$ cat src/rtl/rpa_pkg.sv
package rpa_pkg;
  typedef enum logic [1:0] {
    ROUTE_NONE = 2'd0,
    ROUTE_NEXT = 2'd1,
    ROUTE_OUT  = 2'd2
  } route_e;
endpackage

$ cat src/rtl/rpa_pair_fifo.sv
module rpa_pair_fifo #(
  parameter int DW    = 8,
  parameter int DEPTH = 8,
  localparam int PW   = $clog2(DEPTH),
  localparam int CW   = PW + 1
) (
  input  logic          clk_i,
  input  logic          rst_ni,
  input  logic          push_i,
  input  logic [DW-1:0] din_i,
  input  logic          pop2_i,
  output logic [DW-1:0] dout_a_o,
  output logic [DW-1:0] dout_b_o,
  output logic [CW-1:0] fill_o
);
  logic [DEPTH-1:0][DW-1:0] mem_q;
  logic [PW-1:0] wr_q, rd_q;
  logic [CW-1:0] fill_q;

  always_ff @(posedge clk_i) begin
    if (push_i) mem_q[wr_q] <= din_i;
  end

  always_ff @(posedge clk_i or negedge rst_ni) begin
    if (!rst_ni) begin
      wr_q   <= '0;
      rd_q   <= '0;
      fill_q <= '0;
    end else begin
      if (push_i) wr_q <= wr_q + PW'(1);
      if (pop2_i) rd_q <= rd_q + PW'(2);
      fill_q <= fill_q + CW'(push_i) - (pop2_i ? CW'(2) : CW'(0));
    end
  end

  assign dout_a_o = mem_q[rd_q];
  assign dout_b_o = mem_q[rd_q + PW'(1)];
  assign fill_o   = fill_q;
endmodule

$ cat src/rtl/rpa_slot_ctr.sv
module rpa_slot_ctr #(
  parameter int LEVELS = 3,
  localparam int LW    = $clog2(LEVELS + 1)
) (
  input  logic          clk_i,
  input  logic          rst_ni,
  output logic [LW-1:0] slot_lvl_o
);
  logic [LEVELS-1:0] slot_q;

  always_ff @(posedge clk_i or negedge rst_ni) begin
    if (!rst_ni) slot_q <= '0;
    else         slot_q <= slot_q + LEVELS'(1);
  end

  // owner = position of lowest set bit + 1; slot 0 has no owner
  always_comb begin
    slot_lvl_o = '0;
    for (int j = LEVELS - 1; j >= 0; j--) begin
      if (slot_q[j]) slot_lvl_o = LW'(j + 1);
    end
  end
endmodule

$ cat src/rtl/rpa_sched.sv
module rpa_sched
  import rpa_pkg::*;
#(
  parameter int LEVELS = 3,
  parameter int DW     = 8,
  parameter int DEPTH  = 8,
  localparam int LW    = $clog2(LEVELS + 1),
  localparam int CW    = $clog2(DEPTH) + 1
) (
  input  logic              clk_i,
  input  logic              rst_ni,
  input  logic              pix_valid_i,
  input  logic [DW-1:0]     pix_data_i,
  input  logic              ll_valid_i,
  input  logic [LW-1:0]     ll_lvl_i,
  input  logic [DW-1:0]     ll_data_i,
  output logic [LW-1:0]     lvl_o,
  output logic              bubble_o,
  output logic [LEVELS-1:0] bank_sel_o,
  output logic [DW-1:0]     op_a_o,
  output logic [DW-1:0]     op_b_o,
  output logic              to_next_o,
  output logic              to_out_o
);
  logic [LW-1:0] slot_lvl, grant_lvl;
  logic [LEVELS-1:0][CW-1:0] fill_w;
  logic [LEVELS-1:0][DW-1:0] qa_w, qb_w;
  logic [LEVELS-1:0] pop2_w;
  logic [DW-1:0] op_a_d, op_b_d;
  logic [LEVELS-1:0] bank_d;
  route_e route_d;

  rpa_slot_ctr #(.LEVELS(LEVELS)) u_slot (
    .clk_i      (clk_i),
    .rst_ni     (rst_ni),
    .slot_lvl_o (slot_lvl)
  );

  for (genvar g = 0; g < LEVELS; g++) begin : g_lvl
    logic          push;
    logic [DW-1:0] din;
    if (g == 0) begin : g_pix
      assign push = pix_valid_i;
      assign din  = pix_data_i;
    end else begin : g_fb
      assign push = ll_valid_i && (ll_lvl_i == LW'(g));
      assign din  = ll_data_i;
    end
    assign pop2_w[g] = (grant_lvl == LW'(g + 1));

    rpa_pair_fifo #(.DW(DW), .DEPTH(DEPTH)) u_q (
      .clk_i    (clk_i),
      .rst_ni   (rst_ni),
      .push_i   (push),
      .din_i    (din),
      .pop2_i   (pop2_w[g]),
      .dout_a_o (qa_w[g]),
      .dout_b_o (qb_w[g]),
      .fill_o   (fill_w[g])
    );
  end

  always_comb begin
    grant_lvl = '0;
    op_a_d    = '0;
    op_b_d    = '0;
    bank_d    = '0;
    for (int j = 0; j < LEVELS; j++) begin
      if (slot_lvl == LW'(j + 1) && fill_w[j] >= CW'(2)) begin
        grant_lvl = LW'(j + 1);
        op_a_d    = qa_w[j];
        op_b_d    = qb_w[j];
        bank_d[j] = 1'b1;
      end
    end
    if (grant_lvl == '0)                route_d = ROUTE_NONE;
    else if (grant_lvl == LW'(LEVELS))  route_d = ROUTE_OUT;
    else                                route_d = ROUTE_NEXT;
  end

  always_ff @(posedge clk_i or negedge rst_ni) begin
    if (!rst_ni) begin
      lvl_o      <= '0;
      bubble_o   <= 1'b1;
      bank_sel_o <= '0;
      op_a_o     <= '0;
      op_b_o     <= '0;
      to_next_o  <= 1'b0;
      to_out_o   <= 1'b0;
    end else begin
      lvl_o      <= grant_lvl;
      bubble_o   <= (grant_lvl == '0);
      bank_sel_o <= bank_d;
      op_a_o     <= op_a_d;
      op_b_o     <= op_b_d;
      to_next_o  <= (route_d == ROUTE_NEXT);
      to_out_o   <= (route_d == ROUTE_OUT);
    end
  end
endmodule

$ cat config.mk
export PLATFORM = sky130hd
export DESIGN_NAME = rpa_sched
export DESIGN_NICKNAME = d
export VERILOG_FILES = /design/src/rtl/rpa_pkg.sv /design/src/rtl/rpa_pair_fifo.sv /design/src/rtl/rpa_slot_ctr.sv /design/src/rtl/rpa_sched.sv
export SDC_FILE = /design/constraint.sdc
export NUM_CORES = 1
export LEC_CHECK = 0
export ABC_AREA = 1
export CORE_MARGIN = 3
export CORE_UTILIZATION = 50
export DETAILED_ROUTE_END_ITERATION = 10
export PLACE_DENSITY = 0.68
export SETUP_SLACK_MARGIN = 0.3
export SYNTH_ARGS = -nofsm -noshare
export SYNTH_HDL_FRONTEND = slang
export SYNTH_HIERARCHICAL = 1
export SYNTH_SLANG_ARGS = --single-unit
$ cat constraint.sdc
create_clock -name clk_i -period 3.23 [get_ports clk_i]
set_input_delay 0.646 -clock clk_i [delete_from_list [all_inputs] [get_ports clk_i]]
set_output_delay 0.646 -clock clk_i [all_outputs]
set_load 0.005 [all_outputs]
==> flow_metrics.tcl <==
set metrics [dict create \
    antenna_found_initial 0 \
    crit_fanout 17 \
    power.density_nw_per_um2 806 \
    cts_hold_buf 0 \
    avgSynthCellArea_um2 12.2 \
    max-slew-margin-rel_pct 39.7 \
    syn_area_um2 10700 \
    dp_hpwl_mm 14.6 \
    multi_input_area_um2 2630 \
    layout-area-overhead-vs-synth_pct 13.8 \
    ys_top_cells_by_area "edfxtp_1 (54%), dfrtp_1 (12%), o211ai_2 (5.6%)" \
    io_pins 46 \
    irDropWorstVdd_v 0.000557 \
    synth.net_count 916 \
    outcome "finished, final reports clean" \
    insertedDiodeCount 0 \
    worst-slew-pin-transition_ps 905 \
    place_inst 1180 \
    worstPathArrival_ps 3050 \
    fin_area_um2 12100 \
    synth_warnings 6 \
    drive_gt1_share_pct 16.0 \
    tritoncts "built" \
    grt.total_usage_pct 18.1 \
    finalSetupTns_ps 0 \
    wirelength_mm 21.2 \
    port-buffer-count 45 \
    clkSlewWorstSetupHoldPaths_ps 60 \
    clock_latency_ps 530 \
    period_needed_ps 2640 \
    clock-sinks 246 \
    first_pass_iters 4 \
    via_per_inst 5.08 \
    drt-initial-drc-count 345 \
    mostFrequentLayoutCells "edfxtp_1 (192), inv_1 (140), nand2_1 (135)" \
    gp_congestion 0.823 \
    fin_skew_ps 21.5 \
    cts_root_buffer "clkbuf_16" \
    layout.nets 977 \
    cp-start-kind "register" \
    critPathRequiredTime_ps 3640 \
    grt_max_degree 45 \
    cts_setup_buffers 0 \
    ys_ff_latch 246 \
    grt_pass1_vias 6037 \
    cts_inserted_buffers 26 \
    vias 6231 \
    antenna_left 0 \
    rsz0062_at_grt "no" \
    fmax_ghz 0.379 \
    initial_core_util_pct 51.7 \
    criticalPathCategory "register to register" \
    layout.area.seq_um2 7120 \
    ys_seq_area_share_pct 66.7 \
    cts_resized 0 \
    post-route-period-util_pct 81.7 \
    overflow 0 \
    die_h_um 152 \
    dpl-instance-area_um2 11300 \
    final_common_cell "edfxtp_1" \
    avgRoutedWirePerCell_um 17.3 \
    cts.path.max_buffers 3 \
    drc 0 \
    hold_viol 0 \
    htree_num_levels 1 \
    synth.top_cell.area_share_pct 54.0 \
    syn_inst 877 \
    core_um2 20600 \
    drv_slew 0 \
    maxCapViolations 0 \
    synth.distinct_cells 25 \
    grt_pass1_wl_mm 33.4 \
    die_area_um2 23100 \
    fill_cells 1647 \
    die_w_um 152 \
    end_kind "register" \
    leakage_nw 5.03 \
    hp-class "input port to asynchronous set/reset pin" \
    layout.cells.non_filler 1226 \
    row_count 52 \
    final-setup-viol-count 0 \
    synth_top_cell_by_area "edfxtp_1" \
]
## Yosys cell counts
| cell type | number |
|---|---|
| buf_6 | 20 |
| xnor2_2 | 3 |
| ha_1 | 17 |
| nand3_2 | 1 |
| inv_2 | 6 |
| clkbuf_8 | 1 |
| nand2_2 | 25 |
| xor2_1 | 6 |
| buf_2 | 10 |
| clkbuf_4 | 1 |
| nand3_1 | 69 |
| or2_1 | 3 |
| dfrtp_1 | 53 |
| dfstp_2 | 1 |
| edfxtp_1 | 192 |
| nand2_1 | 135 |
| nor2_4 | 2 |
| o211ai_2 | 48 |
| inv_1 | 140 |
| xnor2_1 | 3 |
| nor2_1 | 32 |
| o21ai_0 | 51 |
| a21oi_1 | 51 |
| buf_8 | 3 |
| buf_4 | 4 |
## report_power, final
group,leakage (nW),switching (W),internal [W],total [W]
Clock,0.410,0.00114,0.00173,0.00288
Combinational,2.19,0.00177,0.00101,0.00278
Sequential,2.43,0.000385,0.00375,0.00414
## critical path: stages, from the launching register on
cell	delay (ps)
dfrtp_1	380
nor2_1	60
nor2_1	270
nand2_1	110
inv_2	240
nand2_1	170
nand2_1	120
ha_1	230
inv_1	60
ha_1	190
ha_1	320
a21oi_1	220
nand2_1	70
nand2_1	60
nand2_1	40
## logic make-up after synthesis
kind of cell	share of synthesized area, %
xor+xnor	1.20
simple gates	11.1
fa+ha+maj	1.99
compound gates	10.4
buf+inv	8.62
flops	66.7
## metal layers
metal	global-route usage (%)	part of all wire (%)	up-vias
met5	0	0	-
met4	4.97	2.4	0
met3	2.53	4.1	35
met2	28.8	47	122
met1	26.3	46	2988
li1	-	-	3086
## layout make-up
cell class	count	share of cell area (%)
inverters	146	4.51
flip-flops and latches	246	58.6
well taps	270	2.78
clock inverters	14	1.24
repair buffers	72	5.54
clock buffers	32	5.62
multi-input cells	446	21.7
## path summary, 6_finish.rpt
| path | from | end | slack, ps | depth (start not counted) |
|---|---|---|---|---|
| worst max register to register | u_slot/slot_q[2] | g_lvl[0].u_q/fill_o[3] | 590 | 14 |
| max in group asynchronous | rst_ni | bubble_o | 2350 | 2 |
| worst min register to register | g_lvl[1].u_q/fill_o[0] | g_lvl[1].u_q/fill_o[0] | 470 | 1 |
| worst min-delay path | rst_ni | g_lvl[2].u_q/fill_o[1] | 200 | 1 |
| worst max-delay path | u_slot/slot_q[2] | g_lvl[0].u_q/fill_o[3] | 590 | 14 |
| min in group clk_i | g_lvl[1].u_q/fill_o[0] | g_lvl[1].u_q/fill_o[0] | 470 | 1 |
## per-stage QoR
| step | setup slack (ps) | power, W | util (%) | hold WS, ps |
|---|---|---|---|---|
| final | 590 | 0.00979 | 58.9 | 199 |
| after global routing | 383 | 0.0103 | 58.9 | 233 |
| after global placement | 633 | 0.00692 | 54.8 | 450 |
| after floorplan | 1000 | 0.00642 | - | 350 |
| after detailed placement | 553 | 0.00697 | 54.8 | 460 |
| after CTS | 603 | 0.00986 | 58.9 | 211 |
## flip-flops by register name (all words and copies together), names as in the netlist
register,count
bank_sel_o,3
bubble_o,1
g_lvl.u_q/fill_o,12
g_lvl.u_q/mem_q,192
g_lvl.u_q/rd_q,6
g_lvl.u_q/wr_q,9
lvl_o,2
op_a_o,8
op_b_o,8
to_next_o,1
to_out_o,1
u_slot/slot_q,3
Note: power is estimated with default switching activity, not from simulation.
